## src/rtl/tpd_pkg.sv

```systemverilog
// Package: shared widths and the cache entry type of the teletext packet decoder.
// Assumes a 3-bit magazine field and the fixed header nibble layout.
package tpd_pkg;
    localparam int MAG_W      = 3;
    localparam int ROW_W      = 5;
    localparam int NIB_W      = 4;
    localparam int PAGE_W     = 2 * NIB_W;
    localparam int SUB_W      = 13;
    localparam int HDR_NIBS   = 8;
    localparam int ADDR_BYTES = 2;

    typedef logic [NIB_W-1:0] nib_t;

    typedef struct packed {
        logic              known;
        logic              serial;
        logic [PAGE_W-1:0] page;
        logic [SUB_W-1:0]  sub;
    } mag_entry_t;
endpackage

```

## src/rtl/tpd_ham84_dec.sv

```systemverilog
// Module: combinational 8/4 Hamming decoder.
// Data bits sit at byte bits 1,3,5,7; checks at 0,2,4; bit 6 sets odd overall parity.
// Corrects one flipped bit, flags two flipped bits as uncorrectable.
module tpd_ham84_dec
    import tpd_pkg::*;
(
    input  logic [7:0] code,
    output nib_t       data,
    output logic       corrected,
    output logic       uncorrectable
);
    logic fail_a, fail_b, fail_c, parity_ok, any_fail;

    // Purpose: evaluate the three check groups and overall parity, then repair.
    always_comb begin
        fail_a    = ~(code[0] ^ code[1] ^ code[5] ^ code[7]);
        fail_b    = ~(code[2] ^ code[1] ^ code[3] ^ code[7]);
        fail_c    = ~(code[4] ^ code[1] ^ code[3] ^ code[5]);
        parity_ok = ^code;
        any_fail  = fail_a | fail_b | fail_c;
        data      = {code[7], code[5], code[3], code[1]};
        corrected     = 1'b0;
        uncorrectable = 1'b0;
        if (parity_ok) begin
            uncorrectable = any_fail;
        end else begin
            corrected = 1'b1;
            data[0] = data[0] ^ ( fail_a &  fail_b &  fail_c);
            data[1] = data[1] ^ (~fail_a &  fail_b &  fail_c);
            data[2] = data[2] ^ ( fail_a & ~fail_b &  fail_c);
            data[3] = data[3] ^ ( fail_a &  fail_b & ~fail_c);
        end
    end
endmodule

```

## src/rtl/tpd_parity_chk.sv

```systemverilog
// Module: odd-parity check of one payload byte.
// Emits the 7-bit character; on failure emits a space or the stripped byte,
// depending on ERR_TO_SPACE.
module tpd_parity_chk #(
    parameter bit ERR_TO_SPACE = 1'b1
) (
    input  logic [7:0] raw,
    output logic [7:0] ch,
    output logic       err
);
    logic [7:0] stripped, on_fail;

    // Purpose: parity verdict and stripped character.
    always_comb begin
        err      = ~(^raw);
        stripped = {1'b0, raw[6:0]};
    end

    generate
        if (ERR_TO_SPACE) begin : g_space
            assign on_fail = 8'h20;
        end else begin : g_keep
            assign on_fail = stripped;
        end
    endgenerate

    // Purpose: choose the emitted character.
    always_comb ch = err ? on_fail : stripped;
endmodule

```

## src/rtl/tpd_mag_cache.sv

```systemverilog
// Module: one page/subcode entry per magazine.
// Write port is registered; read port is combinational. Reset marks all entries unknown.
module tpd_mag_cache
    import tpd_pkg::*;
#(
    parameter int IDX_W = MAG_W
) (
    input  logic             clk,
    input  logic             rst_n,
    input  logic             wr_en,
    input  logic [IDX_W-1:0] wr_idx,
    input  mag_entry_t       wr_entry,
    input  logic [IDX_W-1:0] rd_idx,
    output mag_entry_t       rd_entry
);
    localparam int NUM = 1 << IDX_W;

    mag_entry_t       slot [NUM];
    logic [NUM-1:0]   known_vec;

    generate
        for (genvar g = 0; g < NUM; g++) begin : g_slot
            // Purpose: hold the latest header fields of magazine g.
            always_ff @(posedge clk) begin
                if (!rst_n)
                    slot[g] <= '0;
                else if (wr_en && wr_idx == IDX_W'(g))
                    slot[g] <= wr_entry;
            end
            assign known_vec[g] = slot[g].known;
        end
    endgenerate

    // Purpose: lookup for the row being labelled.
    always_comb rd_entry = slot[rd_idx];

    a_r4_entry_written: assert property (@(posedge clk) disable iff (!rst_n)
        wr_en |=> slot[$past(wr_idx)] == $past(wr_entry));

    a_r10_unknown_after_reset: assert property (@(posedge clk) disable iff (!rst_n)
        $rose(rst_n) |-> known_vec == '0);
endmodule

```

## src/rtl/tpd_packet_decoder.sv

```systemverilog
// Module: teletext packet decoder with per-magazine header cache (top).
// Assumes framed bytes, one per in_valid cycle inside in_frame, with at least
// one in_frame-low cycle between packets. Emits labelled payload bytes one cycle
// after they are accepted.
module tpd_packet_decoder
    import tpd_pkg::*;
#(
    parameter int PKT_BYTES         = 42,
    parameter bit ERR_TO_SPACE      = 1'b1,
    parameter int FIRST_NONDISP_ROW = 25
) (
    input  logic                                clk,
    input  logic                                rst_n,
    input  logic                                in_frame,
    input  logic                                in_valid,
    input  logic [7:0]                          in_byte,
    output logic                                out_valid,
    output logic [$clog2(PKT_BYTES-2)-1:0]      out_col,
    output logic [7:0]                          out_byte,
    output logic                                out_perr,
    output logic [3:0]                          out_mag,
    output logic [4:0]                          out_row,
    output logic [7:0]                          out_page,
    output logic [12:0]                         out_sub,
    output logic                                out_serial,
    output logic                                out_known,
    output logic                                out_nondisp,
    output logic                                hdr_stored
);
    localparam int IDX_W    = $clog2(PKT_BYTES + 1);
    localparam int COL_W    = $clog2(PKT_BYTES - ADDR_BYTES);
    localparam int HDR_LAST = ADDR_BYTES + HDR_NIBS - 1;
    localparam int NUM_MAG  = 1 << MAG_W;

    logic [IDX_W-1:0] byte_idx;
    logic             alive, addr_bad, hdr_bad;
    nib_t             addr_lo;
    logic [MAG_W-1:0] cur_mag, new_mag;
    logic [ROW_W-1:0] cur_row, new_row;
    nib_t             hdr_nib [HDR_NIBS-1];

    nib_t             dec_data;
    logic             dec_fix, dec_unc;
    logic [7:0]       pc_char;
    logic             pc_err;

    logic take, at_addr_hi, at_hdr_last, is_hdr, addr_good, row_load, cache_we, emit, cur_nondisp;
    mag_entry_t rd_entry, wr_entry, lab_entry;
    logic [MAG_W:0]   lab_mag;
    logic [ROW_W-1:0] lab_row;
    logic             lab_nondisp;

    tpd_ham84_dec u_ham (
        .code          (in_byte),
        .data          (dec_data),
        .corrected     (dec_fix),
        .uncorrectable (dec_unc)
    );

    tpd_parity_chk #(.ERR_TO_SPACE(ERR_TO_SPACE)) u_par (
        .raw (in_byte),
        .ch  (pc_char),
        .err (pc_err)
    );

    tpd_mag_cache #(.IDX_W(MAG_W)) u_cache (
        .clk      (clk),
        .rst_n    (rst_n),
        .wr_en    (cache_we),
        .wr_idx   (cur_mag),
        .wr_entry (wr_entry),
        .rd_idx   (new_mag),
        .rd_entry (rd_entry)
    );

    // Purpose: magazine code 0 is reported as the highest magazine.
    function automatic logic [MAG_W:0] mag_report(input logic [MAG_W-1:0] m);
        return (m == '0) ? (MAG_W+1)'(NUM_MAG) : {1'b0, m};
    endfunction

    // Purpose: per-cycle decisions on the accepted byte.
    always_comb begin
        take        = in_frame && in_valid && (byte_idx < IDX_W'(PKT_BYTES));
        at_addr_hi  = byte_idx == IDX_W'(ADDR_BYTES - 1);
        at_hdr_last = byte_idx == IDX_W'(HDR_LAST);
        new_mag     = addr_lo[MAG_W-1:0];
        new_row     = {dec_data, addr_lo[NIB_W-1]};
        addr_good   = !addr_bad && !dec_unc;
        is_hdr      = cur_row == '0;
        cur_nondisp = cur_row >= ROW_W'(FIRST_NONDISP_ROW);
        row_load    = take && at_addr_hi && addr_good && (new_row != '0);
        cache_we    = take && alive && is_hdr && at_hdr_last && !hdr_bad && !dec_unc;
        emit        = take && alive && (byte_idx >= IDX_W'(ADDR_BYTES))
                      && (!is_hdr || byte_idx > IDX_W'(HDR_LAST));
    end

    // Purpose: assemble the header fields, the last nibble taken live.
    always_comb begin
        wr_entry.known  = 1'b1;
        wr_entry.serial = dec_data[0];
        wr_entry.page   = {hdr_nib[1], hdr_nib[0]};
        wr_entry.sub    = {hdr_nib[5][1:0], hdr_nib[4], hdr_nib[3][2:0], hdr_nib[2]};
    end

    // Purpose: byte position within the packet and the packet-alive flag.
    always_ff @(posedge clk) begin
        if (!rst_n) begin
            byte_idx <= '0;
            alive    <= 1'b1;
        end else if (!in_frame) begin
            byte_idx <= '0;
            alive    <= 1'b1;
        end else if (take) begin
            byte_idx <= byte_idx + 1'b1;
            if (at_addr_hi && !addr_good)
                alive <= 1'b0;
            if (at_hdr_last && is_hdr && (hdr_bad || dec_unc))
                alive <= 1'b0;
        end
    end

    // Purpose: capture the two address nibbles.
    always_ff @(posedge clk) begin
        if (!rst_n) begin
            addr_lo  <= '0;
            addr_bad <= 1'b0;
            cur_mag  <= '0;
            cur_row  <= '0;
        end else if (take) begin
            if (byte_idx == '0) begin
                addr_lo  <= dec_data;
                addr_bad <= dec_unc;
            end
            if (at_addr_hi && addr_good) begin
                cur_mag <= new_mag;
                cur_row <= new_row;
            end
        end
    end

    // Purpose: collect header nibbles and accumulate their error flag.
    always_ff @(posedge clk) begin
        if (!rst_n) begin
            for (int i = 0; i < HDR_NIBS - 1; i++) hdr_nib[i] <= '0;
            hdr_bad <= 1'b0;
        end else if (take) begin
            for (int i = 0; i < HDR_NIBS - 1; i++)
                if (byte_idx == IDX_W'(ADDR_BYTES + i))
                    hdr_nib[i] <= dec_data;
            if (byte_idx == IDX_W'(ADDR_BYTES))
                hdr_bad <= dec_unc;
            else if (byte_idx > IDX_W'(ADDR_BYTES) && byte_idx < IDX_W'(HDR_LAST))
                hdr_bad <= hdr_bad | dec_unc;
        end
    end

    // Purpose: label registers, loaded from the cache for rows or from a fresh header.
    always_ff @(posedge clk) begin
        if (!rst_n) begin
            lab_mag     <= '0;
            lab_row     <= '0;
            lab_entry   <= '0;
            lab_nondisp <= 1'b0;
        end else if (row_load) begin
            lab_mag     <= mag_report(new_mag);
            lab_row     <= new_row;
            lab_entry   <= rd_entry;
            lab_nondisp <= new_row >= ROW_W'(FIRST_NONDISP_ROW);
        end else if (cache_we) begin
            lab_mag     <= mag_report(cur_mag);
            lab_row     <= '0;
            lab_entry   <= wr_entry;
            lab_nondisp <= 1'b0;
        end
    end

    // Purpose: emitted byte stream and the header-stored pulse.
    always_ff @(posedge clk) begin
        if (!rst_n) begin
            out_valid  <= 1'b0;
            out_col    <= '0;
            out_byte   <= '0;
            out_perr   <= 1'b0;
            hdr_stored <= 1'b0;
        end else begin
            out_valid  <= emit;
            hdr_stored <= cache_we;
            if (emit) begin
                out_col  <= COL_W'(byte_idx - IDX_W'(ADDR_BYTES));
                out_byte <= cur_nondisp ? in_byte : pc_char;
                out_perr <= cur_nondisp ? 1'b0 : pc_err;
            end
        end
    end

    // Purpose: drive label ports.
    always_comb begin
        out_mag     = lab_mag;
        out_row     = lab_row;
        out_page    = lab_entry.page;
        out_sub     = lab_entry.sub;
        out_serial  = lab_entry.serial;
        out_known   = lab_entry.known;
        out_nondisp = lab_nondisp;
    end

    a_r1_idle_no_output: assert property (@(posedge clk) disable iff (!rst_n)
        !in_frame |=> !out_valid);

    a_r8_col_in_range: assert property (@(posedge clk) disable iff (!rst_n)
        out_valid |-> out_col <= COL_W'(PKT_BYTES - ADDR_BYTES - 1));

    a_r8_header_cols: assert property (@(posedge clk) disable iff (!rst_n)
        (out_valid && out_row == '0) |-> out_col >= COL_W'(HDR_LAST + 1 - ADDR_BYTES));

    a_r7_display_stripped: assert property (@(posedge clk) disable iff (!rst_n)
        (out_valid && !out_nondisp) |-> !out_byte[7]);

    a_r7_space_on_error: assert property (@(posedge clk) disable iff (!rst_n)
        (out_valid && out_perr && ERR_TO_SPACE) |-> out_byte == 8'h20);

    a_r9_no_parity_nondisp: assert property (@(posedge clk) disable iff (!rst_n)
        (out_valid && out_nondisp) |-> !out_perr);

    a_r4_single_pulse: assert property (@(posedge clk) disable iff (!rst_n)
        hdr_stored |=> !hdr_stored);

    a_r4_header_labels: assert property (@(posedge clk) disable iff (!rst_n)
        hdr_stored |-> (out_known && out_row == '0 && out_mag != '0));

    a_r3_mag_range: assert property (@(posedge clk) disable iff (!rst_n)
        out_valid |-> (out_mag >= 4'd1 && out_mag <= 4'd8));
endmodule

```

## config.mk

```make
export PLATFORM = sky130hd
export DESIGN_NAME = tpd_packet_decoder
export DESIGN_NICKNAME = d
export VERILOG_FILES = /design/src/rtl/tpd_pkg.sv /design/src/rtl/tpd_ham84_dec.sv /design/src/rtl/tpd_parity_chk.sv /design/src/rtl/tpd_mag_cache.sv /design/src/rtl/tpd_packet_decoder.sv
export SDC_FILE = /design/constraint.sdc
export NUM_CORES = 1
export LEC_CHECK = 0
export BUFFER_PORTS_ARGS = -buffer_cell sky130_fd_sc_hd__buf_4
export CAP_MARGIN = 0
export CORE_AREA = 2 2 174 176
export DETAILED_ROUTE_END_ITERATION = 12
export DIE_AREA = 0 0 176 178
export GPL_ROUTABILITY_DRIVEN = 0
export HOLD_SLACK_MARGIN = 0.02
export SKIP_LAST_GASP = 1
export SLEW_MARGIN = 20
export SYNTH_ARGS = -nofsm -noshare
export SYNTH_HDL_FRONTEND = slang
export SYNTH_HIERARCHICAL = 1
export SYNTH_SLANG_ARGS = --single-unit
```

## constraint.sdc

```tcl
create_clock -name clk -period 5.5 [get_ports clk]
set_clock_uncertainty 0.15 [all_clocks]
set_input_delay 1.1 -clock clk [delete_from_list [all_inputs] [get_ports clk]]
set_output_delay 1.1 -clock clk [all_outputs]
set_load 0.01 [all_outputs]
```

# Word level (Yosys, flattened, before mapping)
# Memories as Yosys holds them, arrays and structs flattened. A register that Yosys moved wholly into a read port is not among the register bits.
# Index checks and enable logic that the tools add are counted.
# word_totals
ff_bits	71
latch_bits	0
ramBits	212
mem_bits_ro	0
inputBits	12
out_inout_bits	50
elab_cells	224
n_memories	2
# op_classes
addsub	2
mul	0
div	0
n_lt_le_gt_ge	7
n_eq_ne	16
n_shift	0
mux	89
bitwise	42
n_reduce_logical	47
# mem_list
name	words	width	read_ports	rd_clocked_by_memory_dff	wr	line_no	source
u_cache.slot	8	23	1	1	8	tpd_mag_cache.sv:18	mag_entry_t slot [NUM];
hdr_nib	7	4	6	0	7	tpd_packet_decoder.sv:40	nib_t hdr_nib [HDR_NIBS-1];
# op_table
cell	count
23-bit 2-to-1 mux	10
1-bit 2-to-1 mux	61
4-bit 2-to-1 mux	12
1-bit logical AND	26
6-bit by 3-bit equality test with 1-bit output, second input constant	4
1-bit bitwise OR	18
1-bit bitwise XOR	13
3-bit equality test, second input constant	4
6-bit by 2-bit equality test with 1-bit output, second input constant	2
6-bit by 4-bit equality test with 1-bit output, second input constant	2
5-bit >= comparator, second input constant	2
5-bit 2-to-1 mux	2
2-bit AND reduction	5
8-bit 2-to-1 mux	1
8-bit XOR reduction	1
1-bit bitwise AND	7
7-bit 2-to-1 mux	1
6-bit by 1-bit adder with 6-bit output, second input constant	1
3-bit by 2-bit equality test with 1-bit output, second input constant	2
6-bit by 1-bit equality test with 1-bit output, second input constant	1
6-bit by 2-bit >= comparator with 1-bit output, second input constant	1
6-bit by 2-bit > comparator with 1-bit output, second input constant	1
6-bit by 4-bit > comparator with 1-bit output, second input constant	1
3-bit logical NOT	2
12 further kinds	23

# Logic depth before layout (Yosys ltp)
# Gate-level depths: netlist of run 1.
# logic_depth
word_depth	14
mapped_depth	13
depth_no_buf	10

# By module
# Netlist of run 1, hierarchy kept.
# by_module_without_submodules
module	instances	cells_per_inst	area_each_um2	seq_area_each_um2
tpd_mag_cache	1	529	8293.0	5525.3
tpd_packet_decoder	1	470	4309.1	2052.0
tpd_ham84_dec	1	39	276.5	0.0
tpd_parity_chk	1	17	127.6	0.0

# Worst setup path before layout of run 1
# Ideal clock, no wire load.
# synth_timing
path_type	input to register
from	input port in_byte[1]
to	memory u_cache/slot[4][0] in the netlist's numbering, enable pin
setup_time_ns	0.435
arrival_time_ns	4.261
setup_slack_ns	0.654
cell_stages	11
cell_sequence	xor2_1 -> or3_1 -> nand3_1 -> a21oi_1 -> inv_1 -> and4b_1 -> buf_2 -> nand2_1 -> inv_1 -> nand2_1 -> o21ai_0
# synth_lines
item	line_no	source
start: declaration	tpd_packet_decoder.sv:16	input logic [7:0] in_byte,
end: declaration	tpd_mag_cache.sv:18	

==> key figures, run 1 <==
Clocking
  – Hold-fix buffers, CTS: 0
  – Clock root buffer: clkbuf_16
  – Clk slew on worst S/H paths: 0.06 ns
  – Post_cts resized: 0
  – TritonCTS buffer count: 29
  – Post-CTS Setup Inserts: 0
  – Clk sink count: 276
  – Worst-Skew Late Latency: 0.55 ns
  – CTS tree: done
  – H-tree levels: 1
  – Max Root-Sink Buffers: 3

Setup path
  – R2R cell count: 8
  – Worst r2r src: byte_idx[3]
  – R2r setup slk: 1.60 ns
  – Crit end category: flop
  – Crit start category: input pin
  – CP Data Required Time: 5.58 ns
  – CP Class: input pin to flop
  – End of the worst register-to-register path: u_cache/slot[6][1]
  – Arrival @ worst endpoint: 4.22 ns
  – Crit Path Max Fanout: 12

Status
  – Status: completed

Hold path
  – Worst hold path class: flop to flop
  – Worst Hold Depth: 2
  – HP Start: out_perr
  – Hold Path End: out_perr

Power and ir drop
  – Leakage: 0.00512 uW
  – Power density cells: 307 mW/mm^2
  – VDD IR-drop max: 0.216 mV

GRT
  – Total global-route track usage: 22.1%
  – First-pass GRT wire length: 53300 um
  – Vias in the first global route: 9003
  – Pin count of the biggest net entering global routing: 93
  – Gr ovfl total: 0
  – Antenna violations before repair: 0

Finish
  – Fillers: 2652
  – Fraction of layout cells with a size suffix above 1: 17.7%
  – Final design utilization: 50.0%
  – Final #Nets: 1101
  – Antenna Cells: 0
  – Layout area overhead: 13.2%

Logic synthesis
  – Mean Syn Cell Area: 12.3 um^2
  – Synthesized net count: 1074
  – Cell count after synthesis: 1054
  – Synth warn: 6
  – Synthesized area: 0.0130 mm^2

Detailed routing
  – Via Count: 8904
  – Antenna-violating nets left: 0
  – Via/cell ratio: 5.96
  – Wire per inst: 22.7 um
  – DRT met1 WL: 15100 um
  – Drt pass-1 iters: 5
  – Met3 wire len: 2040 um
  – DRT Wirelength: 33900 um
  – 1st-iter DRT viols: 832
  – Uppermost layer routed: met4
  – # DRC: 0
  – Met2 wire len: 16000 um

Die
  – Die Ht: 178 um
  – I/O pin total: 62
  – Die area: 0.0313 mm^2
  – # rows: 63
  – Die boundary width: 176 um
  – Starting Density: 44.2%
  – Core Region: 0.0294 mm^2

Timing
  – Max-Slew Margin vs Limit: 36.3%
  – Max-slew violations: 0
  – Setup TNS: 0 ns
  – Slack of the critical path: 1.36 ns
  – Final hold vios: 0
  – Worst slew pin tran: 0.955 ns
  – Final min period: 4.14 ns
  – RSZ-0062 raised after global routing: no
  – Finish-stage setup viols: 0
  – Part of the cycle the worst path needs: 75.3%
  – Fmax: 241 MHz

Placement
  – IO buf count: 61
  – DP Worst Slack: 0.844 ns
  – Hpwl dp: 20100 um

Flow run
  – Max_cap viols: 0
## through the flow
stage	power (uW)	hold WS [ns]	std cells	instance area [um^2]
after floorplan	2600	0.303	1054	13000
after global placement	2720	0.298	1440	13800
after detailed placement	2720	0.304	1440	13800
after CTS	4540	0.313	1493	14700
after global routing	4650	0.335	1493	14700
final	4520	0.310	1493	14700
## critical path, stage by stage
cell,delay (ns)
buf_4,0.15
xor2_1,0.19
xnor2_1,0.41
a21oi_1,0.31
inv_1,0.17
and4b_1,0.23
nand2_1,0.10
inv_1,0.19
nand2_1,0.19
o21ai_2,0.80
buf_4,0.39
## metal layers
layer	up-vias	GRT usage, %
met4	0	5.68
met2	287	36.1
li1	4088	-
met5	-	0
met1	4472	31.1
met3	57	3.43
## state kept, by name (all words and copies together) (netlist names), 3 cells and up
register / cells
addr_lo: 4
byte_idx: 6
cur_mag: 3
cur_row: 5
hdr_nib: 21
out_byte: 8
out_col: 6
out_mag: 4
out_page: 8
out_row: 5
out_sub: 13
u_cache/slot: 184
## worst max-delay path by stage
stage / from / endpoint / slack [ns] / cells after the start
finish: in_byte[1] / u_cache/slot[6][1] / 1.36 / 11
global route: in_byte[4] / u_cache/slot[6][1] / 1.07 / 12
CTS: in_byte[1] / u_cache/slot[6][1] / 1.38 / 11
detailed placement: in_byte[1] / u_cache/slot[6][16] / 0.84 / 11
global placement: in_byte[1] / u_cache/slot[6][19] / 0.89 / 11
floorplan: in_byte[1] / u_cache/slot[4][0] / 0.65 / 11
## report_power, final
group	switching, uW	internal, uW	leakage, uW
registers	37.8	2290	0.00269
clock network	798	1040	0.000423
logic	210	142	0.00201
total	1050	3470	0.00512
## cell usage in the layout (no fill, tap or decap), types with 8 or more instances in the layout
| cell | n |
|---|---|
| nand2_1 | 67 |
| edfxtp_1 | 205 |
| clkbuf_1 | 15 |
| and3_1 | 21 |
| mux4_2 | 9 |
| buf_4 | 90 |
| dfxtp_1 | 69 |
| o21ai_0 | 29 |
| xnor2_1 | 18 |
| ha_1 | 8 |
| mux4_1 | 37 |
| clkinv_1 | 25 |
| and2_1 | 14 |
| clkbuf_16 | 29 |
| nand3_1 | 36 |
| mux2i_1 | 19 |
| mux2_2 | 32 |
| xor2_1 | 10 |
| a21oi_1 | 13 |
| o21ai_2 | 8 |
| nor2_1 | 19 |
| a311oi_1 | 24 |
| nor3_1 | 219 |
## layout make-up
cell class | count | area [um^2] | area share, %
clock buffers | 49 | 851 | 5.78
well taps | 390 | 488 | 3.32
repair buffers | 92 | 716 | 4.86
flip-flops and latches | 276 | 7580 | 51.5
clock inverters | 4 | 26.3 | 0.179
inverters | 31 | 116 | 0.791
multi-input cells | 651 | 4930 | 33.5
(Power assumes the default switching activity.)
==> run 2, diff against run 1 <==
Settings changed: ABC_AREA set to 1, CORE_AREA 2 2 174 176 to 2 2 184 186, DIE_AREA 0 0 176 178 to 0 0 186 188.
Clock period 5.5 ns to 3.8 ns, I/O delays scaled along.
==> run 2 against run 1 <==
  * Wire length grew 17%
  * Critical path depth is 1 lower
  * Sequential share of layout area down 4.8 points
  * Synthesized cell count is 75% higher
  * Via count increased by 30%
  * Power up 49%
  * Hold slack better by 0.0051 ns
  * Worst setup slack lost 0.64 ns
  * Final area increased by 10%
  * Critical path type is now flop to flop
  * Largest cell class unchanged
==> key figures, run 2 <==
Die
  – Die area: 0.0350 mm^2 (+12%)
  – Die Ht: 188 um (+5.6%)
  – # rows: 67 (+6.3%)
  – Starting Density: 44.1% (-0.13 points)
  – Core Region: 0.0331 mm^2 (+13%)
  – Die boundary width: 186 um (+5.7%)
  – I/O pin total: 62 (unchanged)

Detailed routing
  – Antenna-violating nets left: 0 (unchanged)
  – Via Count: 11.6k (+30%)
  – # DRC: 0 (unchanged)
  – Via/cell ratio: 4.96 (-17%)
  – DRT Wirelength: 39600 um (+17%)
  – 1st-iter DRT viols: 1071 (+29%)
  – Wire per inst: 16.9 um (-26%)
  – Drt pass-1 iters: 5 (unchanged)

Clocking
  – Post_cts resized: 0 (unchanged)
  – H-tree levels: 1 (unchanged)
  – CTS tree: done
  – Clk slew on worst S/H paths: 0.06 ns (about the same)
  – TritonCTS buffer count: 29 (unchanged)
  – Clock root buffer: clkbuf_16
  – Hold-fix buffers, CTS: 0 (unchanged)
  – Clk sink count: 276 (unchanged)
  – Worst-Skew Late Latency: 0.55 ns (about the same)
  – Max Root-Sink Buffers: 3 (unchanged)
  – Post-CTS Setup Inserts: 0 (unchanged)

Finish
  – Max FFs per register: 184 (unchanged)
  – Final #Nets: 1893 (+72%)
  – Largest Register: u_cache/slot
  – Antenna Cells: 0 (unchanged)
  – Layout area overhead: 11.2%
  – Fin cells: 2341 (+57%)
  – Most frequent cells in the layout: nand2_1 (550), nor2_1 (318), inv_1 (273)
  – Commonest non-fill, non-tap cell in the layout: nand2_1
  – Fraction of layout cells with a size suffix above 1: 11.8% (-5.9 points)

Placement
  – DP Worst Slack: 0.291 ns (-0.553 ns)
  – Placed cell count: 2290 (+59%)
  – Hpwl dp: 23900 um (+19%)
  – IO buf count: 61 (unchanged)

GRT
  – Gr ovfl total: 0 (unchanged)
  – Top Usage Layer GRT: met2
  – Met2 Use GR: 39.6% (+3.5 points)
  – Routing usage on met3: 2.70% (-0.73 points)
  – Antenna violations before repair: 0 (unchanged)
  – Vias in the first global route: 11.1k (+23%)
  – Total global-route track usage: 22.7% (+0.58 points)
  – Met1 Use GR: 29.5% (-1.5 points)
  – Pin count of the biggest net entering global routing: 97 (+4.3%)
  – First-pass GRT wire length: 60800 um (+14%)

Setup path
  – CP Data Required Time: 4.03 ns (-1.55 ns)
  – Crit start category: flop
  – R2r setup slk: 0.71 ns (-0.89 ns)
  – End of the worst register-to-register path: u_cache/slot[1][18]
  – Arrival @ worst endpoint: 3.32 ns (-0.90 ns)
  – Crit end category: flop
  – Crit Path Max Fanout: 23 (+11)
  – Worst r2r src: byte_idx[1]
  – CP Class: flop to flop
  – R2R cell count: 10 (+2)

Hold path
  – Worst Hold Depth: 2 (unchanged)
  – HP Start: out_col[1]
  – Worst hold path class: flop to flop
  – Hold Path End: out_col[1]

Power and ir drop
  – Logic pwr share: 10.7% (+2.9 points)
  – Overall power: 6760 uW (+49%)
  – Switch Pwr: 1710 uW (+63%)
  – Clock power share: 39.8% (-1.0 points)
  – Sw Share: 25.3% (+2.1 points)
  – Sequential share of power: 49.5% (-1.9 points)
  – Internal power: 5050 uW (+45%)
  – Leakage: 0.00762 uW (+49%)
  – VDD IR-drop max: 0.333 mV (+54%)
  – Power density cells: 416 mW/mm^2 (+36%)

Logic synthesis
  – Synth area leader: edfxtp_1
  – Synthesized net count: 1866 (+74%)
  – Post-synth top cells: nand2_1 (550), nor2_1 (318), inv_1 (275), edfxtp_1 (205), nand3_1 (150)
  – Synth warn: 6 (unchanged)
  – Synth top area cells: edfxtp_1 (42%), nand2_1 (14%), dfxtp_1 (9.7%)
  – Synthesized area: 0.0146 mm^2 (+12%)
  – Async S/R FF share, synth: 0%
  – Sequential share of the synthesized area: 51.9%
  – Mean Syn Cell Area: 7.91 um^2 (-36%)
  – Number of synthesized flops with an enable pin: 205
  – Seq cells post-synth: 276
  – Cell count after synthesis: 1846 (+75%)
  – Ys flop type: edfxtp_1
  – Top-count cell post-synth: nand2_1
  – Post-synth top area share: 42.2%
  – Distinct cells, synth: 38

Timing
  – Final hold vios: 0 (unchanged)
  – Final min period: 3.09 ns
  – Worst slew pin tran: 1.12 ns (+0.166 ns)
  – Setup TNS: 0 ns (unchanged)
  – Max-slew violations: 0 (unchanged)
  – Slack of the critical path: 0.714 ns (-0.642 ns)
  – Part of the cycle the worst path needs: 81.2%
  – Finish-stage setup viols: 0 (unchanged)
  – RSZ-0062 raised after global routing: no
  – Fmax: 324 MHz
  – Max-Slew Margin vs Limit: 24.8% (-12 points)
  – Worst hold slack: 0.315 ns (+0.00510 ns)

Flow run
  – Max_cap viols: 0 (unchanged)

Status
  – Status: completed
run 2: area by class of cell:
| cell class | count | area [um^2] |
|---|---|---|
| Timing Repair Buffer | 82 | 753 |
| Inverter | 300 | 1140 |
| Sequential cell | 276 | 7580 |
| Tap cell | 448 | 561 |
| Clock buffer | 35 | 758 |
| Clock inverter | 16 | 125 |
| Fill cell | 3278 | 16900 |
| Multi-Input combinational cell | 1184 | 5310 |
run 2: critical path: stages, from the launching register on:
cell and delay [ns]:
dfxtp_1 0.41, inv_1 0.24, ha_1 0.36, nand3_1 0.12, nor2_1 0.21, nand3_1 0.15
nor2_2 0.30, inv_2 0.11, nor2_8 0.20, nand3_4 0.41, nor2_1 0.25
run 2: cell families (layout without fill, tap and decap cells):
family | Yosys count | in the layout | synth area share, %
adder cells (fa/ha/maj) | 8 | 8 | 0.686
AND/OR/NAND/NOR | 1128 | 1128 | 33.8
XOR/XNOR | 8 | 8 | 0.480
other | 2 | 2 | 0.0515
buffers and inverters | 386 | 433 | 11.7
AO/OA/AOI/OAI | 38 | 38 | 1.36
flip-flops | 276 | 276 | 51.9
run 2: metrics by stage:
stage               cell area (um^2)  utilization [%]
floorplan                      14600                -
detailed placement             15300             46.3
global route                   16200             49.0
global placement               15300             46.3
finish                         16200             49.0
CTS                            16200             49.0
run 2: power groups by stage:
stage          Clock, uW  Combinational [uW]  Sequential, uW
4_1_cts             2740                 720            3340
6_report            2690                 723            3340
3_3_place_gp           0                 708            3400
5_1_grt             2840                 805            3350
3_5_place_dp           0                 718            3410
2_1_floorplan          0                 485            3400
run 2: worst max path at each step:
stage,from,to,slack (ns)
floorplan,in_byte[1],u_cache/slot[7][0],0.12
global placement,in_byte[3],out_page[1],0.37
detailed placement,in_byte[1],out_known,0.29
CTS,byte_idx[1],u_cache/slot[2][14],0.73
global route,byte_idx[1],u_cache/slot[1][18],0.46
finish,byte_idx[1],u_cache/slot[1][18],0.71
run 2: per-layer routing:
| metal | share of wire, % | vias to the layer above | wire length (um) |
|---|---|---|---|
| li1 | - | 5760 | - |
| met1 | 42 | 5404 | 16400 |
| met2 | 50 | 369 | 19700 |
| met5 | 0 | - | 0 |
| met3 | 6.6 | 71 | 2610 |
| met4 | 2.2 | 0 | 861 |
==> run 3, diff against run 2 <==
Settings changed: ABC_AREA 1 to 0, CORE_AREA 2 2 184 186 to 2 2 174 176, DIE_AREA 0 0 186 188 to 0 0 176 178.
Clock period 3.8 ns to 2.66 ns, I/O delays scaled along.
==> run 3 against run 2 <==
  * Worst setup slack got worse by 0.54 ns
  * Count of clock-buffer cells in the layout rose by 1
  * Utilization rose by 6.8 points
  * Via count fell by 23%
  * Critical endpoint is now out_mag[3]
  * Largest power group unchanged
==> key figures, run 3 (synthesis results as in run 1) <==
Status
  – Status: completed

Setup path
  – Crit end category: flop
  – R2r setup slk: 0.26 ns (-0.45 ns)
  – CP Class: input pin to flop
  – Worst setup path endpoint: out_mag[3]
  – Crit Path Max Fanout: 19 (-17%)
  – Crit start category: input pin
  – End of the worst register-to-register path: out_page[5]
  – Worst r2r src: byte_idx[5]
  – CP Data Required Time: 2.94 ns (-1.09 ns)
  – R2R cell count: 6 (-4)
  – CP startpoint: in_byte[1]
  – Arrival @ worst endpoint: 2.76 ns (-0.56 ns)

Timing
  – Final min period: 2.49 ns
  – Max-slew violations: 0 (unchanged)
  – Max-Slew Margin vs Limit: 50.5% (+26 points)
  – Part of the cycle the worst path needs: 93.5%
  – Slack of the critical path: 0.174 ns (-0.541 ns)
  – Finish-stage setup viols: 0 (unchanged)
  – Fmax: 402 MHz
  – Worst slew pin tran: 0.743 ns (-0.378 ns)
  – Final hold vios: 0 (unchanged)
  – RSZ-0062 raised after global routing: no

Finish
  – Layout area overhead: 26.2%
  – Commonest non-fill, non-tap cell in the layout: edfxtp_1
  – Fraction of layout cells with a size suffix above 1: 31.6% (+20 points)
  – Register area: 0.00758 mm^2 (about the same)
  – Fillers: 2433 (-26%)
  – Most frequent cells in the layout: edfxtp_1 (205), nor3_1 (139), buf_4 (136)
  – Max FFs per register: 184 (unchanged)
  – Largest Register: u_cache/slot
  – Multi-input logic area: 0.00556 mm^2 (+4.7%)
  – Antenna Cells: 0 (unchanged)
  – Final #Nets: 1182 (-38%)
  – Final design utilization: 55.8% (+6.8 points)

GRT
  – Vias in the first global route: 9116 (-18%)
  – Gr ovfl total: 0 (unchanged)
  – Total global-route track usage: 22.0% (-0.67 points)
  – First-pass GRT wire length: 53000 um (-13%)
  – Pin count of the biggest net entering global routing: 47 (-52%)
  – Antenna violations before repair: 0 (unchanged)

Power and ir drop
  – Clock power share: 39.9% (about the same)
  – Sequential share of power: 49.9% (+0.4 points)
  – Switch Pwr: 2220 uW (+30%)
  – Power density cells: 584 mW/mm^2 (+40%)
  – Sw Share: 23.2% (-2.1 points)
  – Logic pwr share: 10.2% (-0.5 points)
  – Internal power: 7360 uW (+46%)
  – Leakage: 0.00583 uW (-24%)
  – VDD IR-drop max: 0.443 mV (+33%)

Clocking
  – H-tree levels: 1 (unchanged)
  – Clock root buffer: clkbuf_16
  – Clk slew on worst S/H paths: 0.06 ns (about the same)
  – CTS tree: done
  – TritonCTS buffer count: 29 (unchanged)
  – Hold-fix buffers, CTS: 0 (unchanged)
  – Clk sink count: 276 (unchanged)
  – Max Root-Sink Buffers: 3 (unchanged)
  – Worst-Skew Late Latency: 0.55 ns (about the same)

Hold path
  – HP Start: rst_n
  – Worst hold path class: input pin to flop

Detailed routing
  – # DRC: 0 (unchanged)
  – Via/cell ratio: 5.70 (+15%)
  – 1st-iter DRT viols: 588 (-45%)
  – Via Count: 8976 (-23%)
  – Antenna-violating nets left: 0 (unchanged)
  – Wire per inst: 21.6 um (+28%)
  – Drt pass-1 iters: 5 (unchanged)
  – DRT Wirelength: 34100 um (-14%)

Placement
  – IO buf count: 61 (unchanged)
  – DP Worst Slack: -0.382 ns (-0.673 ns)
  – Hpwl dp: 22700 um (-4.9%)

Die
  – Die area: 0.0313 mm^2 (-10%)
  – Starting Density: 44.2% (+0.13 points)
  – Die Ht: 178 um (-5.3%)
  – I/O pin total: 62 (unchanged)
  – Die boundary width: 176 um (-5.4%)
  – Core Region: 0.0294 mm^2 (-11%)
  – # rows: 63 (-6.0%)

Flow run
  – Max_cap viols: 0 (unchanged)
## run 3: cell count changes in the layout (fill, tap and decap cells not counted), moves of 65 or more
cell	previous run	this run
nand3_1	150	36
nor3_1	2	139
inv_1	273	5
nor2_1	318	19
buf_4	71	136
nor3_2	1	80
nand2_1	550	65
## run 3: final cells by class
class | instances | share of cell area, %
Sequential cell | 276 | 46.2
Timing Repair Buffer | 173 | 10.7
Tap cell | 390 | 2.98
Multi-Input combinational cell | 651 | 33.9
Clock inverter | 17 | 0.839
Clock buffer | 36 | 4.59
Inverter | 31 | 0.725
## run 3: power by group through the flow
| stage | logic, uW | registers (uW) | clock network [uW] |
|---|---|---|---|
| 2_1_floorplan | 562 | 4850 | 0 |
| 3_3_place_gp | 973 | 4870 | 0 |
| 3_5_place_dp | 977 | 4870 | 0 |
| 4_1_cts | 981 | 4780 | 3890 |
| 5_1_grt | 1050 | 4790 | 4060 |
| 6_report | 977 | 4780 | 3830 |
## run 3: repair_timing
item                       4_1_cts  5_1_grt
setup endpoints to repair        0        1
gates resized for setup          0        1
setup buffers                    0        0
hold endpoints to repair         0        0
## run 3: stage by stage
stage               hold slack, ns  area, um^2  power, uW  setup TNS [ns]  cells
floorplan                    0.303       14000       5410          -49.68   1054
global placement             0.298       15500       5840          -97.46   1521
detailed placement           0.299       15500       5850         -100.31   1521
global route                 0.255       16400       9900               0   1574
finish                       0.254       16400       9580               0   1574
CTS                          0.244       16400       9650               0   1574
## run 3: worst min path at each step
stage                  to  slack, ns  cells past startpoint
3_5_place_dp   out_row[4]       0.30                      2
6_report       out_col[1]       0.25                      3
5_1_grt        out_col[2]       0.26                      3
2_1_floorplan  cur_row[0]       0.30                      2
3_3_place_gp     out_perr       0.30                      2
4_1_cts        out_col[1]       0.24                      3
## run 3: worst max-delay path: stages
cell and delay [ns]:
buf_4 0.15, buf_4 0.15, xnor2_2 0.20, and3_1 0.23
o211ai_1 0.15, xnor2_2 0.18, or3_1 0.37, nor3_4 0.22
buf_12 0.19, o22ai_4 0.09, o221a_2 0.29
## run 3: metal layers
metal	share of wire [%]	GRT usage, %
met5	0	0
met4	1.7	5.20
met3	6.4	4.24
met2	48	37.2
met1	44	29.5
